## src/rtl/wdog_pkg.sv

```systemverilog
package wdog_pkg;
  localparam int REG_W  = 16;
  localparam int ADDR_W = 8;
  localparam logic [ADDR_W-1:0] OFS_TMO  = 8'h10;
  localparam logic [ADDR_W-1:0] OFS_TRIG = 8'h14;
  localparam logic [REG_W-1:0]  TRIG_INIT = 16'h5555;
  localparam logic [REG_W-2:0]  COUNT_INIT = 15'h7FFF;

  typedef struct packed {
    logic              en;
    logic [REG_W-2:0]  count;
  } tmo_reg_t;
endpackage

```

## src/rtl/wdog_rst_sync.sv

```systemverilog
module wdog_rst_sync (
  input  logic clk,
  input  logic rst_n,
  output logic rst_sync_n
);
  logic [1:0] sync_q;

  always_ff @(posedge clk or negedge rst_n) begin
    if (!rst_n) sync_q <= 2'b00;
    else        sync_q <= {sync_q[0], 1'b1};
  end

  assign rst_sync_n = sync_q[1];
endmodule

```

## src/rtl/wdog_regs.sv

```systemverilog
module wdog_regs
  import wdog_pkg::*;
(
  input  logic              clk,
  input  logic              rst_n,
  input  logic [ADDR_W-1:0] reg_addr,
  input  logic              reg_wr,
  input  logic [REG_W-1:0]  reg_wdata,
  output logic [REG_W-1:0]  reg_rdata,
  output logic              wd_en,
  output logic [REG_W-2:0]  reload_val,
  output logic              reload_req,
  output logic              kick_err
);
  tmo_reg_t         tmo_q, tmo_d;
  logic [REG_W-1:0] trig_q, trig_d;
  logic             err_q, err_d;
  logic             rld_q, rld_d;

  logic wr_tmo, wr_trig, kick_ok, kick_bad;

  assign wr_tmo   = reg_wr && (reg_addr == OFS_TMO);
  assign wr_trig  = reg_wr && (reg_addr == OFS_TRIG);
  assign kick_ok  = wr_trig && (reg_wdata == ~trig_q);
  assign kick_bad = wr_trig && !kick_ok;

  always_comb begin
    tmo_d  = tmo_q;
    trig_d = trig_q;
    err_d  = err_q;
    rld_d  = 1'b0;
    if (wr_tmo) begin
      tmo_d = tmo_reg_t'(reg_wdata);
      rld_d = 1'b1;
    end
    if (kick_ok) begin
      trig_d = reg_wdata;
      err_d  = 1'b0;
      rld_d  = 1'b1;
    end else if (kick_bad) begin
      err_d  = 1'b1;
    end
  end

  always_ff @(posedge clk or negedge rst_n) begin
    if (!rst_n) begin
      tmo_q  <= '{en: 1'b0, count: COUNT_INIT};
      trig_q <= TRIG_INIT;
      err_q  <= 1'b0;
      rld_q  <= 1'b0;
    end else begin
      tmo_q  <= tmo_d;
      trig_q <= trig_d;
      err_q  <= err_d;
      rld_q  <= rld_d;
    end
  end

  always_comb begin
    unique case (reg_addr)
      OFS_TMO:  reg_rdata = tmo_q;
      OFS_TRIG: reg_rdata = trig_q;
      default:  reg_rdata = '0;
    endcase
  end

  assign wd_en      = tmo_q.en;
  assign reload_val = tmo_q.count;
  assign reload_req = rld_q;
  assign kick_err   = err_q;

  AST_BAD_KICK_KEEPS: assert property (@(posedge clk) disable iff (!rst_n)
    kick_bad |=> ($stable(trig_q) && err_q));
  AST_TRIG_PATTERN: assert property (@(posedge clk) disable iff (!rst_n)
    (trig_q == 16'h5555) || (trig_q == 16'hAAAA));
  AST_OTHER_ADDR_IDLE: assert property (@(posedge clk) disable iff (!rst_n)
    (reg_wr && !wr_tmo && !wr_trig) |=> ($stable(tmo_q) && $stable(trig_q) && $stable(err_q)));
endmodule

```

## src/rtl/wdog_prescaler.sv

```systemverilog
module wdog_prescaler #(
  parameter int DIV = 4
) (
  input  logic clk,
  input  logic rst_n,
  input  logic run,
  input  logic clear,
  output logic tick
);
  localparam int PW = (DIV > 1) ? $clog2(DIV) : 1;

  generate
    if (DIV > 1) begin : g_div
      logic [PW-1:0] pre_q, pre_d;
      logic          last;

      assign last = (pre_q == PW'(DIV - 1));

      always_comb begin
        pre_d = pre_q;
        if (clear)     pre_d = '0;
        else if (run)  pre_d = last ? '0 : pre_q + 1'b1;
      end

      always_ff @(posedge clk or negedge rst_n) begin
        if (!rst_n) pre_q <= '0;
        else        pre_q <= pre_d;
      end

      assign tick = run && !clear && last;

      AST_PRE_RANGE: assert property (@(posedge clk) disable iff (!rst_n)
        pre_q <= PW'(DIV - 1));
      AST_PRE_CLEARED: assert property (@(posedge clk) disable iff (!rst_n)
        clear |=> (pre_q == '0));
    end else begin : g_nodiv
      assign tick = run && !clear;
    end
  endgenerate
endmodule

```

## src/rtl/wdog_counter.sv

```systemverilog
module wdog_counter #(
  parameter int CNT_W = 15
) (
  input  logic             clk,
  input  logic             rst_n,
  input  logic             wd_en,
  input  logic             tick,
  input  logic             reload_req,
  input  logic [CNT_W-1:0] reload_val,
  output logic             rst_req
);
  logic [CNT_W-1:0] cnt_q, cnt_d;
  logic             exp_q, exp_d;
  logic             at_zero;

  assign at_zero = (cnt_q == '0);

  always_comb begin
    cnt_d = cnt_q;
    if (reload_req)
      cnt_d = reload_val;
    else if (wd_en && tick && !at_zero)
      cnt_d = cnt_q - 1'b1;
  end

  always_comb begin
    exp_d = exp_q;
    if (wd_en && at_zero && !reload_req)
      exp_d = 1'b1;
  end

  always_ff @(posedge clk or negedge rst_n) begin
    if (!rst_n) begin
      cnt_q <= '1;
      exp_q <= 1'b0;
    end else begin
      cnt_q <= cnt_d;
      exp_q <= exp_d;
    end
  end

  assign rst_req = exp_q;

  AST_RELOAD_LOAD: assert property (@(posedge clk) disable iff (!rst_n)
    reload_req |=> (cnt_q == $past(reload_val)));
  AST_HOLD_DISABLED: assert property (@(posedge clk) disable iff (!rst_n)
    (!wd_en && !reload_req) |=> ($stable(cnt_q) && $stable(exp_q)));
  AST_STEP: assert property (@(posedge clk) disable iff (!rst_n)
    (wd_en && tick && !reload_req && !at_zero) |=> (cnt_q == $past(cnt_q) - 1'b1));
  AST_RST_STICKY: assert property (@(posedge clk) disable iff (!rst_n)
    rst_req |=> rst_req);
endmodule

```

## src/rtl/wdog_alt_kick.sv

```systemverilog
module wdog_alt_kick
  import wdog_pkg::*;
#(
  parameter int CLK_HZ  = 200_000_000,
  parameter int TICK_HZ = 500
) (
  input  logic              clk,
  input  logic              rst_n,
  input  logic [ADDR_W-1:0] reg_addr,
  input  logic              reg_wr,
  input  logic [REG_W-1:0]  reg_wdata,
  output logic [REG_W-1:0]  reg_rdata,
  output logic              kick_err,
  output logic              rst_req
);
  localparam int DIV   = (CLK_HZ / TICK_HZ > 0) ? CLK_HZ / TICK_HZ : 1;
  localparam int CNT_W = REG_W - 1;

  logic             rst_sync_n;
  logic             wd_en, reload_req, tick;
  logic [CNT_W-1:0] reload_val;

  wdog_rst_sync u_rst (
    .clk        (clk),
    .rst_n      (rst_n),
    .rst_sync_n (rst_sync_n)
  );

  wdog_regs u_regs (
    .clk        (clk),
    .rst_n      (rst_sync_n),
    .reg_addr   (reg_addr),
    .reg_wr     (reg_wr),
    .reg_wdata  (reg_wdata),
    .reg_rdata  (reg_rdata),
    .wd_en      (wd_en),
    .reload_val (reload_val),
    .reload_req (reload_req),
    .kick_err   (kick_err)
  );

  wdog_prescaler #(.DIV(DIV)) u_pre (
    .clk   (clk),
    .rst_n (rst_sync_n),
    .run   (wd_en),
    .clear (reload_req),
    .tick  (tick)
  );

  wdog_counter #(.CNT_W(CNT_W)) u_cnt (
    .clk        (clk),
    .rst_n      (rst_sync_n),
    .wd_en      (wd_en),
    .tick       (tick),
    .reload_req (reload_req),
    .reload_val (reload_val),
    .rst_req    (rst_req)
  );
endmodule

```

## config.mk

```make
export PLATFORM = sky130hd
export DESIGN_NAME = wdog_alt_kick
export DESIGN_NICKNAME = d
export VERILOG_FILES = /design/src/rtl/wdog_pkg.sv /design/src/rtl/wdog_rst_sync.sv /design/src/rtl/wdog_regs.sv /design/src/rtl/wdog_prescaler.sv /design/src/rtl/wdog_counter.sv /design/src/rtl/wdog_alt_kick.sv
export SDC_FILE = /design/constraint.sdc
export NUM_CORES = 1
export LEC_CHECK = 0
export CORE_MARGIN = 2
export CORE_UTILIZATION = 60
export CTS_CLUSTER_SIZE = 30
export DETAILED_ROUTE_END_ITERATION = 12
export PLACE_DENSITY = 0.9
export SETUP_SLACK_MARGIN = 0.4
export SYNTH_ARGS = -nofsm -noshare
export SYNTH_HDL_FRONTEND = slang
export SYNTH_SLANG_ARGS = --single-unit
```

## constraint.sdc

```tcl
create_clock -name clk -period 4.14 [get_ports clk]
set_input_delay 0.414 -clock clk [delete_from_list [all_inputs] [get_ports clk]]
set_output_delay 0.414 -clock clk [all_outputs]
set_load 0.01 [all_outputs]
```

# [Yosys cells after proc, flatten, opt, wreduce, memory -nomap -nowiden]
# Cells that the tools add are included.
[totals] ff_bits=71 latchBits=0 ram_bits=0 rom_bits=0 input_bits=27 out_inout_bits=18 word_cells=43 memories=0
[classes] addsub=2 multipliers=0 div=0 magnitude_cmp=0 n_eq_ne=4 shifts=0 mux=10 bitwise=1 n_reduce_logical=17
[ops] op="19-bit 2-to-1 mux" count=3
[ops] op="16-bit case mux with 2 select lines" count=1
[ops] op="15-bit 2-to-1 mux" count=2
[ops] op="19-bit by 1-bit adder with 19-bit output (second input constant)" count=1
[ops] op="19-bit == test (second input constant)" count=1
[ops] op="16-bit == test" count=1
[ops] op="8-bit by 5-bit == test with 1-bit output (second input constant)" count=2
[ops] op="16-bit NOT" count=1
[ops] op="15-bit zero test" count=1
[ops] op="15-bit by 1-bit subtractor with 15-bit output (second input constant)" count=1
[ops] op="1-bit logical AND" count=10
[ops] op="2-bit nonzero test" count=3
[ops] op="1-bit 2-to-1 mux" count=4
[ops] op="1-bit zero test" count=3

# [Longest topological paths before layout]
# Gate-level depths: netlist of the first run.
[depth] depth_word=7 depth_mapped=8 ltp_nobuf=7

# [Modules after synthesis]
# From an unflattened synthesis of the first run, not the netlist that was laid out.
[unflattened] cells_unflattened=365 hier_area_um2=3860.0
[modules_own_cells] mod="wdog_regs" n_inst=1 cells_per_inst=119 area_each_um2=1691.6 seq_area_each_um2=879.6
[modules_own_cells] mod="wdog_prescaler" n_inst=1 cells_per_inst=127 area_each_um2=1106.1 seq_area_each_um2=475.5
[modules_own_cells] mod="wdog_counter" n_inst=1 cells_per_inst=116 area_each_um2=1008.5 seq_area_each_um2=419.2
[modules_own_cells] mod="wdog_rst_sync" n_inst=1 cells_per_inst=3 area_each_um2=53.8 seq_area_each_um2=50.0

# [Worst setup path after synthesis of the first run]
# No wires, ideal clock.
[synth_path] path_type="in2reg" from="input reg_addr[1]" to="register u_regs.trig_q[11]" setup_time_ns=0.125 arrival_time_ns=2.148 t_required_ns=4.015 setup_slack_ns=1.867 cell_stages=8 path_buffers=3 cell_sequence="nor4b_1 -> and4b_1 -> buf_4 -> nand2_2 -> or4_4 -> buf_6 -> buf_8 -> mux2_4"
[synth_via] elab_chain_cells=3
[synth_lines] item="from (decl)" line="wdog_alt_kick.sv:9" text="input logic [ADDR_W-1:0] reg_addr,"
[synth_lines] item="8-bit by 5-bit == test with 1-bit output" line="wdog_regs.sv:23" text="assign wr_trig = reg_wr && (reg_addr == OFS_TRIG);"
[synth_lines] item="1-bit logical AND" line="wdog_regs.sv:23"
[synth_lines] item="1-bit logical AND" line="wdog_regs.sv:24" text="assign kick_ok = wr_trig && (reg_wdata == ~trig_q);"
[synth_lines] item="to (signal assigned)" line="wdog_regs.sv:53" text="trig_q <= trig_d;"
[synth_lines] item="to (decl)" line="wdog_regs.sv:16" text="logic [REG_W-1:0] trig_q, trig_d;"
# Every way passes these cells.
# A chain may end at the register's enable or synchronous reset.

# [Final worst setup path of the first run]
[layout_path] from="input reg_addr[1]" to="output reg_rdata[5]"
[layout_via] elab_chain_cells=2 word_cells_on_any_way=3 classes_between="eq/ne: 2; mux: 1"
[layout_lines] item="8-bit by 5-bit == test with 1-bit output" line="wdog_regs.sv:60" text="unique case (reg_addr)"
[layout_lines] item="16-bit case mux with 2 select lines (*)" line="wdog_regs.sv:60"
[layout_lines] item="to (decl)" line="wdog_alt_kick.sv:12" text="output logic [REG_W-1:0] reg_rdata,"
# Every way passes the cells marked *; elsewhere a longest branch is shown, timed or not.

==> impl_results.md, run 1 <==
- Status: complete, no violations
- First-pass GRT wire length: 14.2 mm
- WS Path Type: in -> out
- CP required: 3.73 ns
- Final critical-path required period: 3.08 ns
- Antenna fix cells: 0
- Num ports: 45
- Flops & latches, synth: 71
- Layout Skew: 0.00857 ns
- Worst Tran Pin Value: 0.922 ns
- GRT Overall Usage: 25.2%
- Synth Instances: 348
- Syn. warnings: 0
- Root buffer selected by CTS: clkbuf_8
- DRC viols: 0
- Number of global-route vias before repair: 2917
- Final slew viol count: 0
- Post-CTS resize count: 0
- Crit share post-route: 74.4%
- Port bufs: 44
- Most common cell after layout, fill and taps aside: clkdlybuf4s50_1
- # Post-CTS Setup Buffers: 0
- Total negative slack: 0 ns
- Post-synth EDFFs: 0
- Max_cap viols: 0
- Synthesized Nets: 377
- Critical Path Sink Type: output port
- Synth unique cells: 60
- Seq/Total Area, Yosys: 48.1%
- Synth area leader: dfstp_2
- Most frequent cells in the layout: clkdlybuf4s50_1 (44), dfstp_2 (38), dfrtp_1 (32)
- CP Launch Type: input pin
- # clock sinks: 71
- CP max FO: 17
- Hold/Removal Path Class: in -> async
- Iter 0 DRT Violations: 268
- Router iterations before antenna repair: 6
- Die area: 6980 um^2
- Vias post-DR: 3020
- Routability congestion estimate: 0.830
- Initial Util: 63.0%
- P per Cell Area: 318 nW/um^2
- CTS tree: built
- Total wire length: 8.50 mm
- Largest net degree at the start of global routing: 37
- Core footprint: 6030 um^2
- Num CTS Buffers: 9
- CTS Hold Bufs: 0
- Post-DRT Antenna Nets: 0
- Area growth syn-to-layout: 16.7%
- Layout fillers: 413
- Area of the mapped netlist: 3790 um^2
- Top_reg_cell synth: dfstp_2
- Average size of a mapped cell: 10.9 um^2
- Later-pin clock latency in the skew report: 0.35 ns
- DPL Wire Length: 5.79 mm
- CTS Buffer Depth: 2
- Site Rows: 28
- Yosys top cell area share: 26.3%
- Area of the multi-input gates: 1850 um^2
- Clock slew at reported path FFs: 0.07 ns
- Ys async rst share: 100%
- Initial antenna violation count: 0
- Layout cell share with drive strength beyond 1: 24.5%
- Worst vdd ir: 0.238 mV
- Unrepaired setup endpoints after global routing: false
- Static Leak: 1.84 nW
- Final hold vios: 0
- Nets: 416
- Die X: 83.5 um
- Max Freq: 324 MHz
- Routed len/inst: 18.2 um
- Final global-route overflow total: 0
- Register Area: 1830 um^2
- Via density: 6.47
- Worst slew margin: 38.5%
- CP arrival: 2.67 ns
- Post-Layout Cell Count: 467
- Placed Cells: 451
- Synth area leaders: dfstp_2 (26%), dfrtp_1 (22%), mux2_2 (7.4%), a22o_1 (4.4%), mux2_4 (3.2%)
- H-tree levels: 3
- Final setup viols: 0
- Die height: 83.5 um
==> kinds of logic (layout without fill, tap and decap cells) <==
| kind of cell | after synthesis | in the layout | synth area share [%] |
|---|---|---|---|
| mux | 35 | 35 | 11.1 |
| xor+xnor | 21 | 21 | 4.85 |
| flops | 71 | 71 | 48.1 |
| compound gates | 76 | 76 | 14.7 |
| fa+ha+maj | 2 | 2 | 0.659 |
| simple gates | 116 | 116 | 17.3 |
| buf+inv | 26 | 70 | 3.20 |
| other cells | 1 | 1 | 0.0988 |
==> per-layer routing <==
layer	part of all wire, %	vias up	track usage [%]
met5	0	-	0
met4	1.9	0	9.82
li1	-	1400	-
met3	5.0	16	4.35
met1	45	1501	36.0
met2	48	103	38.6
==> metrics by stage <==
step / hold slack [ns] / utilization, % / instance area (um^2) / setup slack (ns) / power (mW)
6_report: 0.224 / 73.5 / 4430 / 1.06 / 1.41
5_1_grt: 0.224 / 73.5 / 4430 / 0.860 / 1.47
4_1_cts: 0.212 / 73.5 / 4430 / 1.06 / 1.42
3_5_place_dp: 0.344 / 70.6 / 4250 / 0.987 / 0.917
3_3_place_gp: 0.335 / 70.6 / 4250 / 1.08 / 0.907
2_1_floorplan: 0.118 / - / 3790 / 1.87 / 0.855
==> critical path, cell delays in order <==
cell	delay, ns
clkdlybuf4s50_1	0.42
nor4b_1	0.32
and4b_1	0.70
a22o_1	0.27
clkdlybuf4s50_1	0.55
==> synthesized netlist by cell type, types with 8 or more instances <==
cell and count:
a21oi_1 13, a22o_1 19, a31oi_1 8, clkbuf_1 13, dfrtp_1 33, dfstp_2 38, inv_1 8, mux2_2 25
mux2_4 8, nand2_1 27, nand3_1 12, nand4_1 11, nor2_1 15, nor3_1 8, nor4_1 9, o21ai_0 9
xnor2_1 9, xor2_1 12
==> final cells by class <==
class,count,share of cell area (%)
Timing Repair Buffer,46,10.3
Tap cell,75,2.12
Inverter,8,0.678
Multi-Input combinational cell,251,41.8
Sequential cell,71,41.2
Clock buffer,10,3.11
Clock inverter,6,0.819
==> registers in the layout (all words and copies together) (netlist names), 2 cells and up <==
register           flops
u_regs.reload_val     15
u_rst.sync_q           2
u_cnt.cnt_q           15
u_regs.trig_q         16
u_pre.g_div.pre_q     19
==> report_power, final <==
part / leakage, nW / internal, mW / switching, mW
Combinational: 0.916 / 0.0676 / 0.0593
Clock: 0.0817 / 0.229 / 0.268
Sequential: 0.838 / 0.736 / 0.0472
==> worst paths after layout <==
check	cells after the start	to	slack, ns	startpoint
min in group clk	0	u_rst.sync_q[1]	0.35	u_rst.sync_q[0]
min reg2reg	0	u_pre.g_div.pre_q[3]	0.34	u_rst.sync_q[1]
min	1	u_rst.sync_q[0]	0.22	rst_n
max in group asynchronous	1	u_cnt.cnt_q[2]	2.85	u_rst.sync_q[1]
max reg2reg	5	u_cnt.cnt_q[11]	1.42	u_pre.g_div.pre_q[7]
max	5	reg_rdata[5]	1.06	reg_addr[1]
Power figures use the tool's default switching activity.
==> run 2, diff against run 1 <==
--- a/config.mk
+++ b/config.mk
@@ -6,10 +6,10 @@
 export NUM_CORES = 1
 export LEC_CHECK = 0
 export CORE_MARGIN = 2
-export CORE_UTILIZATION = 60
+export CORE_UTILIZATION = 51
 export CTS_CLUSTER_SIZE = 30
 export DETAILED_ROUTE_END_ITERATION = 12
-export PLACE_DENSITY = 0.9
+export PLACE_DENSITY = 0.82
 export SETUP_SLACK_MARGIN = 0.4
 export SYNTH_ARGS = -nofsm -noshare
 export SYNTH_HDL_FRONTEND = slang
==> constraint.sdc (replaced) <==
create_clock -name clk -period 2.63 [get_ports clk]
set_input_delay 0.263 -clock clk [delete_from_list [all_inputs] [get_ports clk]]
set_output_delay 0.263 -clock clk [all_outputs]
set_load 0.01 [all_outputs]
==> run 2 against run 1 <==
Compared with the run above: clock skew up 0.0017 ns; sequential share of layout area down 3.4 points; sequential cell count unchanged; die area up 17%; critical path depth up 1; via count up 7.9%.
==> impl_results.md, run 2 (same netlist as run 1, synthesis figures left out) <==
- CP Cell Sequence: or4bb_4 -> nor4_4 -> nand4b_1 -> buf_4 -> or4_1 -> nand3_1 (was clkdlybuf4s50_1 -> nor4b_1 -> and4b_1 -> a22o_1 -> clkdlybuf4s50_1)
- Sw power: 0.636 mW (was 0.374 mW)
- Layout fillers: 509 (was 413)
- Vias post-DR: 3260 (was 3020)
- Top Family by Delay on Critical Path: simple AND/OR/NAND/NOR gates (unchanged)
- Critical Path Sink Type: flop (was output port)
- Port bufs: 44 (unchanged)
- Routed len/inst: 18.1 um (was 18.2 um)
- Crit share post-route: 86.7%
- CP required: 2.92 ns (was 3.73 ns)
- Worst r2r dst: u_cnt.cnt_q[11] (unchanged)
- Total negative slack: 0 ns (unchanged)
- Hold/Removal Path Class: in -> async (unchanged)
- Die area: 8150 um^2 (was 6980 um^2)
- Worst slew margin: 44.5% (was 38.5%)
- Layout Skew: 0.0103 ns (was 0.00857 ns)
- Most common cell after layout, fill and taps aside: dfstp_2 (was clkdlybuf4s50_1)
- Clock slew at reported path FFs: 0.08 ns (was 0.07 ns)
- Total wire length: 9.56 mm (was 8.50 mm)
- Combinational power share: 9.3% (was 9.0%)
- Site Rows: 31 (was 28)
- Largest net degree at the start of global routing: 31 (was 37)
- Later-pin clock latency in the skew report: 0.35 ns (about the same)
- Worst Tran Pin Value: 0.830 ns (was 0.922 ns)
- Router iterations before antenna repair: 5 (was 6)
- Final setup viols: 0 (unchanged)
- FF-to-FF Start: u_pre.g_div.pre_q[17] (was u_pre.g_div.pre_q[7])
- CP arrival: 2.57 ns (was 2.67 ns)
- WS Path Type: reg -> reg (was in -> out)
- Clock power frac: 38.4% (was 35.3%)
- Core footprint: 7210 um^2 (was 6030 um^2)
- Most flops, register: u_pre.g_div.pre_q (unchanged)
- DPL Wire Length: 5.99 mm (was 5.79 mm)
- Final slew viol count: 0 (unchanged)
- Final critical-path required period: 2.28 ns
- Max Freq: 438 MHz
- Total Power: 2.36 mW (was 1.41 mW)
- CP max FO: 5 (was 17)
- # clock sinks: 71 (unchanged)
- CTS Buffer Depth: 2 (unchanged)
- Reg2Reg Depth: 6 (was 5)
- Buf/Inv on CP: 1 (was 2)
- Unrepaired setup endpoints after global routing: true (was false)
- Most frequent cells in the layout: dfstp_2 (38), buf_4 (30), dfrtp_1 (29) (was clkdlybuf4s50_1 (44), dfstp_2 (38), dfrtp_1 (32))
- Flop pwr share: 52.3% (was 55.7%)
- R2r setup slk: 0.35 ns (was 1.42 ns)
- Number of global-route vias before repair: 3119 (was 2917)
- Max reg flops: 19 (unchanged)
- Largest registers: u_pre.g_div.pre_q: 19 flops, u_regs.trig_q: 16 flops (unchanged)
- Crit-path max cell delay: 0.59 ns (was 0.70 ns)
- Via density: 6.19 (was 6.47)
- P per Cell Area: 488 nW/um^2 (was 318 nW/um^2)
- Die X: 90.3 um (was 83.5 um)
- Antenna fix cells: 0 (unchanged)
- Status: complete, no violations (unchanged)
- Nets: 452 (was 416)
- Static Leak: 2.16 nW (was 1.84 nW)
- Post-DRT Antenna Nets: 0 (unchanged)
- DP Worst Slack: 0.0112 ns (was 0.987 ns)
- Num ports: 45 (unchanged)
- Final global-route overflow total: 0 (unchanged)
- Worst vdd ir: 0.256 mV (was 0.238 mV)
- Die height: 90.3 um (was 83.5 um)
- Root buffer selected by CTS: clkbuf_8 (unchanged)
- Post-route worst setup slack: 0.349 ns (was 1.06 ns)
- GRT Overall Usage: 23.0% (was 25.2%)
- CP Launch Type: flop (was input pin)
- DRC viols: 0 (unchanged)
- Num CTS Buffers: 9 (unchanged)
- Hold_ws: 0.0764 ns (was 0.224 ns)
- Net Sw Frac: 27.0% (was 26.6%)
- Initial antenna violation count: 0 (unchanged)
- H-tree levels: 3 (unchanged)
- Layout cell share with drive strength beyond 1: 35.3% (was 24.5%)
- Critical path's slowest cell: or4bb_4 (was and4b_1)
- Iter 0 DRT Violations: 262 (was 268)
- Int Power: 1.72 mW (was 1.03 mW)
- Area growth syn-to-layout: 27.3% (was 16.7%)
- Final hold vios: 0 (unchanged)
- CTS tree: built (unchanged)
- Routability congestion estimate: 0.891 (was 0.830)
- First-pass GRT wire length: 15.1 mm (was 14.2 mm)
- Initial Util: 52.6% (was 63.0%)
- CTS Hold Bufs: 0 (unchanged)
- Max_cap viols: 0 (unchanged)
[run 2: routing by layer]
metal	track usage, %	vias up	share of wire [%]
met4	9.74	0	2.1
met5	0	-	0
met1	31.3	1608	43
li1	-	1477	-
met3	4.17	19	5.9
met2	36.5	156	49
[run 2: final cells by class]
cell class              instances  area (um^2)  share of cell area (%)
multi-input cells             253         1940                    40.1
repair buffers                 80          708                    14.7
flip-flops and latches         71         1830                    37.9
clock inverters                 7         81.3                    1.68
inverters                       8         30.0                   0.621
clock buffers                   9          124                    2.56
well taps                      99          124                    2.56
[run 2: how the worst max path moves through the flow]
stage	from	cells after the start	slack, ns	to
after floorplan	u_pre.g_div.pre_q[13]	6	0.47	u_pre.g_div.pre_q[0]
final	u_pre.g_div.pre_q[17]	6	0.35	u_cnt.cnt_q[11]
after detailed placement	reg_addr[1]	6	0.01	u_regs.trig_q[7]
after global routing	u_pre.g_div.pre_q[7]	7	0.20	u_cnt.cnt_q[13]
after CTS	reg_addr[1]	6	0.24	reg_rdata[0]
after global placement	reg_addr[1]	6	0.12	u_regs.trig_q[11]
[run 2: repair_timing]
| action | CTS | global route |
|---|---|---|
| setup endpoints to repair | 46 | 41 |
| pin swaps | 8 | 10 |
| setup buffers | 11 | 13 |
| cloned | 1 | 2 |
| gates resized for setup | 27 | 21 |
[run 2: worst reg2reg max path, delay by kind of cell, from the launching register on]
| kind | cells | cell delay, ns |
|---|---|---|
| buf+inv | 1 | 0.21 |
| flops | 1 | 0.42 |
| simple gates | 5 | 1.60 |
[run 2: metrics by stage]
| stage | cells | util, % | area [um^2] |
|---|---|---|---|
| final | 527 | 67.0 | 4830 |
| after global routing | 527 | 67.0 | 4830 |
| after CTS | 512 | 65.2 | 4700 |
| after detailed placement | 484 | 60.5 | 4360 |
| after global placement | 484 | 60.5 | 4360 |
| after floorplan | 348 | - | 3790 |
[run 2: power by group through the flow]
stage               Combinational, mW  Sequential [mW]  Clock (mW)
finish                          0.220             1.23       0.905
global route                    0.244             1.24       0.964
CTS                             0.214             1.23       0.913
detailed placement              0.201             1.25           0
global placement                0.193             1.24           0
floorplan                       0.114             1.23           0
==> run 3, diff against run 2 <==
--- a/config.mk
+++ b/config.mk
@@ -5,11 +5,13 @@
 export SDC_FILE = /design/constraint.sdc
 export NUM_CORES = 1
 export LEC_CHECK = 0
+export CELL_PAD_IN_SITES_DETAIL_PLACEMENT = 0
+export CELL_PAD_IN_SITES_GLOBAL_PLACEMENT = 2
 export CORE_MARGIN = 2
-export CORE_UTILIZATION = 51
+export CORE_UTILIZATION = 33
 export CTS_CLUSTER_SIZE = 30
 export DETAILED_ROUTE_END_ITERATION = 12
-export PLACE_DENSITY = 0.82
+export PLACE_DENSITY = 0.81
 export SETUP_SLACK_MARGIN = 0.4
 export SYNTH_ARGS = -nofsm -noshare
 export SYNTH_HDL_FRONTEND = slang
==> run 3 against run 2 <==
Compared with the run above: clock-buffer cell count increased by 2; clock skew decreased by 0.0017 ns; clock power increased by 49%; hold slack improved by 0.014 ns; sequential share of layout area decreased by 1.0 points; largest power group is now clock.
==> impl_results.md, run 3 (same netlist as run 1, synthesis figures left out) <==
- Layout cell share with drive strength beyond 1: 37.8% (was 35.3%)
- FF-to-FF Start: u_regs.trig_q[8] (was u_pre.g_div.pre_q[17])
- Worst vdd ir: 0.329 mV (was 0.256 mV)
- Most frequent cells in the layout: dfstp_2 (38), clkdlybuf4s50_1 (28), dfrtp_1 (28) (was dfstp_2 (38), buf_4 (30), dfrtp_1 (29))
- H-tree levels: 3 (unchanged)
- Core footprint: 11300 um^2 (was 7210 um^2)
- Post-DRT Antenna Nets: 0 (unchanged)
- Most common cell after layout, fill and taps aside: dfstp_2 (unchanged)
- Vias post-DR: 3036 (was 3260)
- CP arrival: 2.43 ns (was 2.57 ns)
- Worst Tran Pin Value: 0.555 ns (was 0.830 ns)
- Reg2Reg Depth: 6 (unchanged)
- Area growth syn-to-layout: 30.9% (was 27.3%)
- CP max FO: 5 (unchanged)
- # clock sinks: 71 (unchanged)
- Crit-path max cell delay: 0.62 ns (was 0.59 ns)
- Max Freq: 452 MHz (was 438 MHz)
- Net Sw Frac: 22.9% (was 27.0%)
- Num CTS Buffers: 9 (unchanged)
- Die X: 111 um (was 90.3 um)
- Unrepaired setup endpoints after global routing: true (unchanged)
- Later-pin clock latency in the skew report: 0.34 ns (was 0.35 ns)
- DPL Wire Length: 6.12 mm (was 5.99 mm)
- WS Path Type: reg -> reg (unchanged)
- Iter 0 DRT Violations: 129 (was 262)
- Sw power: 0.646 mW (was 0.636 mW)
- Most flops, register: u_pre.g_div.pre_q (unchanged)
- Max_cap viols: 0 (unchanged)
- Via density: 5.38 (was 6.19)
- Die area: 12400 um^2 (was 8150 um^2)
- Largest registers: u_pre.g_div.pre_q: 19 flops, u_regs.trig_q: 16 flops (unchanged)
- Max reg flops: 19 (unchanged)
- Site Rows: 39 (was 31)
- Root buffer selected by CTS: clkbuf_16 (was clkbuf_8)
- Critical Path Sink Type: flop (unchanged)
- Static Leak: 2.16 nW (about the same)
- CP required: 2.85 ns (was 2.92 ns)
- DRC viols: 0 (unchanged)
- Layout fillers: 1091 (was 509)
- GRT Overall Usage: 15.6% (was 23.0%)
- R2r setup slk: 0.42 ns (was 0.35 ns)
- Int Power: 2.17 mW (was 1.72 mW)
- Worst slew margin: 63.0% (was 44.5%)
- Clock power frac: 48.1% (was 38.4%)
- Nets: 445 (was 452)
- Critical path's slowest cell: or4_4 (was or4bb_4)
- Final global-route overflow total: 0 (unchanged)
- Hold/Removal Path Class: in -> async (unchanged)
- Combinational power share: 8.5% (was 9.3%)
- Number of global-route vias before repair: 3078 (was 3119)
- CTS Hold Bufs: 0 (unchanged)
- CP Cell Sequence: xnor2_2 -> nor4_2 -> buf_4 -> nand2_4 -> or4_4 -> mux2_4 (was or4bb_4 -> nor4_4 -> nand4b_1 -> buf_4 -> or4_1 -> nand3_1)
- CTS tree: built (unchanged)
- Total wire length: 9.41 mm (was 9.56 mm)
- Router iterations before antenna repair: 4 (was 5)
- CTS Buffer Depth: 2 (unchanged)
- Layout Utilization: 43.9% (was 67.0%)
- Total negative slack: 0 ns (unchanged)
- Initial antenna violation count: 0 (unchanged)
- Num ports: 45 (unchanged)
- Antenna fix cells: 0 (unchanged)
- Die height: 111 um (was 90.3 um)
- CP Launch Type: flop (unchanged)
- Hold_ws: 0.0908 ns (was 0.0764 ns)
- Crit share post-route: 84.0% (was 86.7%)
- Final slew viol count: 0 (unchanged)
- Status: complete, no violations (unchanged)
- P per Cell Area: 567 nW/um^2 (was 488 nW/um^2)
- Largest net degree at the start of global routing: 48 (was 31)
- Routability congestion estimate: 0.753 (was 0.891)
- Port bufs: 44 (unchanged)
- Flop pwr share: 43.5% (was 52.3%)
- Initial Util: 33.5% (was 52.6%)
- Clock slew at reported path FFs: 0.06 ns (was 0.08 ns)
- Layout Skew: 0.00859 ns (was 0.0103 ns)
- Worst r2r dst: u_regs.trig_q[13] (was u_cnt.cnt_q[11])
- First-pass GRT wire length: 15.3 mm (was 15.1 mm)
- Final hold vios: 0 (unchanged)
- Critical Path Source: u_regs.trig_q[8] (was u_pre.g_div.pre_q[17])
- Routed len/inst: 16.7 um (was 18.1 um)
- Final setup viols: 0 (unchanged)
- Final critical-path required period: 2.21 ns (was 2.28 ns)
- Worst Setup EP: u_regs.trig_q[13] (was u_cnt.cnt_q[11])
-- run 3: how the worst min path moves through the flow --
| stage | from | to | cells after the start |
|---|---|---|---|
| floorplan | rst_n | u_rst.sync_q[0] | 0 |
| global placement | u_rst.sync_q[1] | u_regs.wd_en | 0 |
| detailed placement | u_rst.sync_q[1] | u_regs.wd_en | 0 |
| CTS | rst_n | u_rst.sync_q[0] | 1 |
| global route | rst_n | u_rst.sync_q[0] | 1 |
| finish | rst_n | u_rst.sync_q[0] | 1 |
-- run 3: final cells by class --
type	instances	area, um^2	share of cell area, %
Clock buffer	11	253	5.09
Clock inverter	5	80.1	1.61
Inverter	8	30.0	0.604
Multi-Input combinational cell	253	1970	39.6
Sequential cell	71	1830	36.8
Tap cell	143	179	3.60
Timing Repair Buffer	73	631	12.7
-- run 3: worst max-delay path, delay by kind of cell, from the launching register on --
kind,cells,cell delay [ns]
and+or+nand+nor,3,0.96
muxes,1,0.32
DFF,1,0.56
buffers and inverters,1,0.16
xor gates and xnor gates,1,0.08
-- run 3: routing by layer --
metal	global-route usage [%]	routed length, um	vias up
met2	23.0	4130	74
met5	0	0	-
li1	-	-	1462
met4	8.31	344	0
met3	3.99	404	22
met1	20.9	4530	1478
-- run 3: repair_timing --
item	CTS	global route
setup endpoints to repair	42	45
resized for setup	26	48
pin swaps	8	12
cloned	1	1
setup buffers	9	5
-- run 3: metrics by stage --
step | cells | power [mW] | cell area, um^2 | worst slack [ns]
2_1_floorplan | 348 | 1.35 | 3790 | 0.474
3_3_place_gp | 532 | 1.45 | 4460 | 0.0428
3_5_place_dp | 532 | 1.45 | 4460 | 0.0667
4_1_cts | 558 | 2.83 | 4900 | 0.382
5_1_grt | 564 | 2.94 | 4970 | 0.327
6_report | 564 | 2.82 | 4970 | 0.420
-- run 3: power groups by stage --
stage / clock network [mW] / registers [mW] / logic [mW]
after global routing: 1.44 / 1.23 / 0.268
after detailed placement: 0 / 1.25 / 0.206
final: 1.35 / 1.22 / 0.239
after CTS: 1.39 / 1.23 / 0.214
after global placement: 0 / 1.25 / 0.200
after floorplan: 0 / 1.23 / 0.114
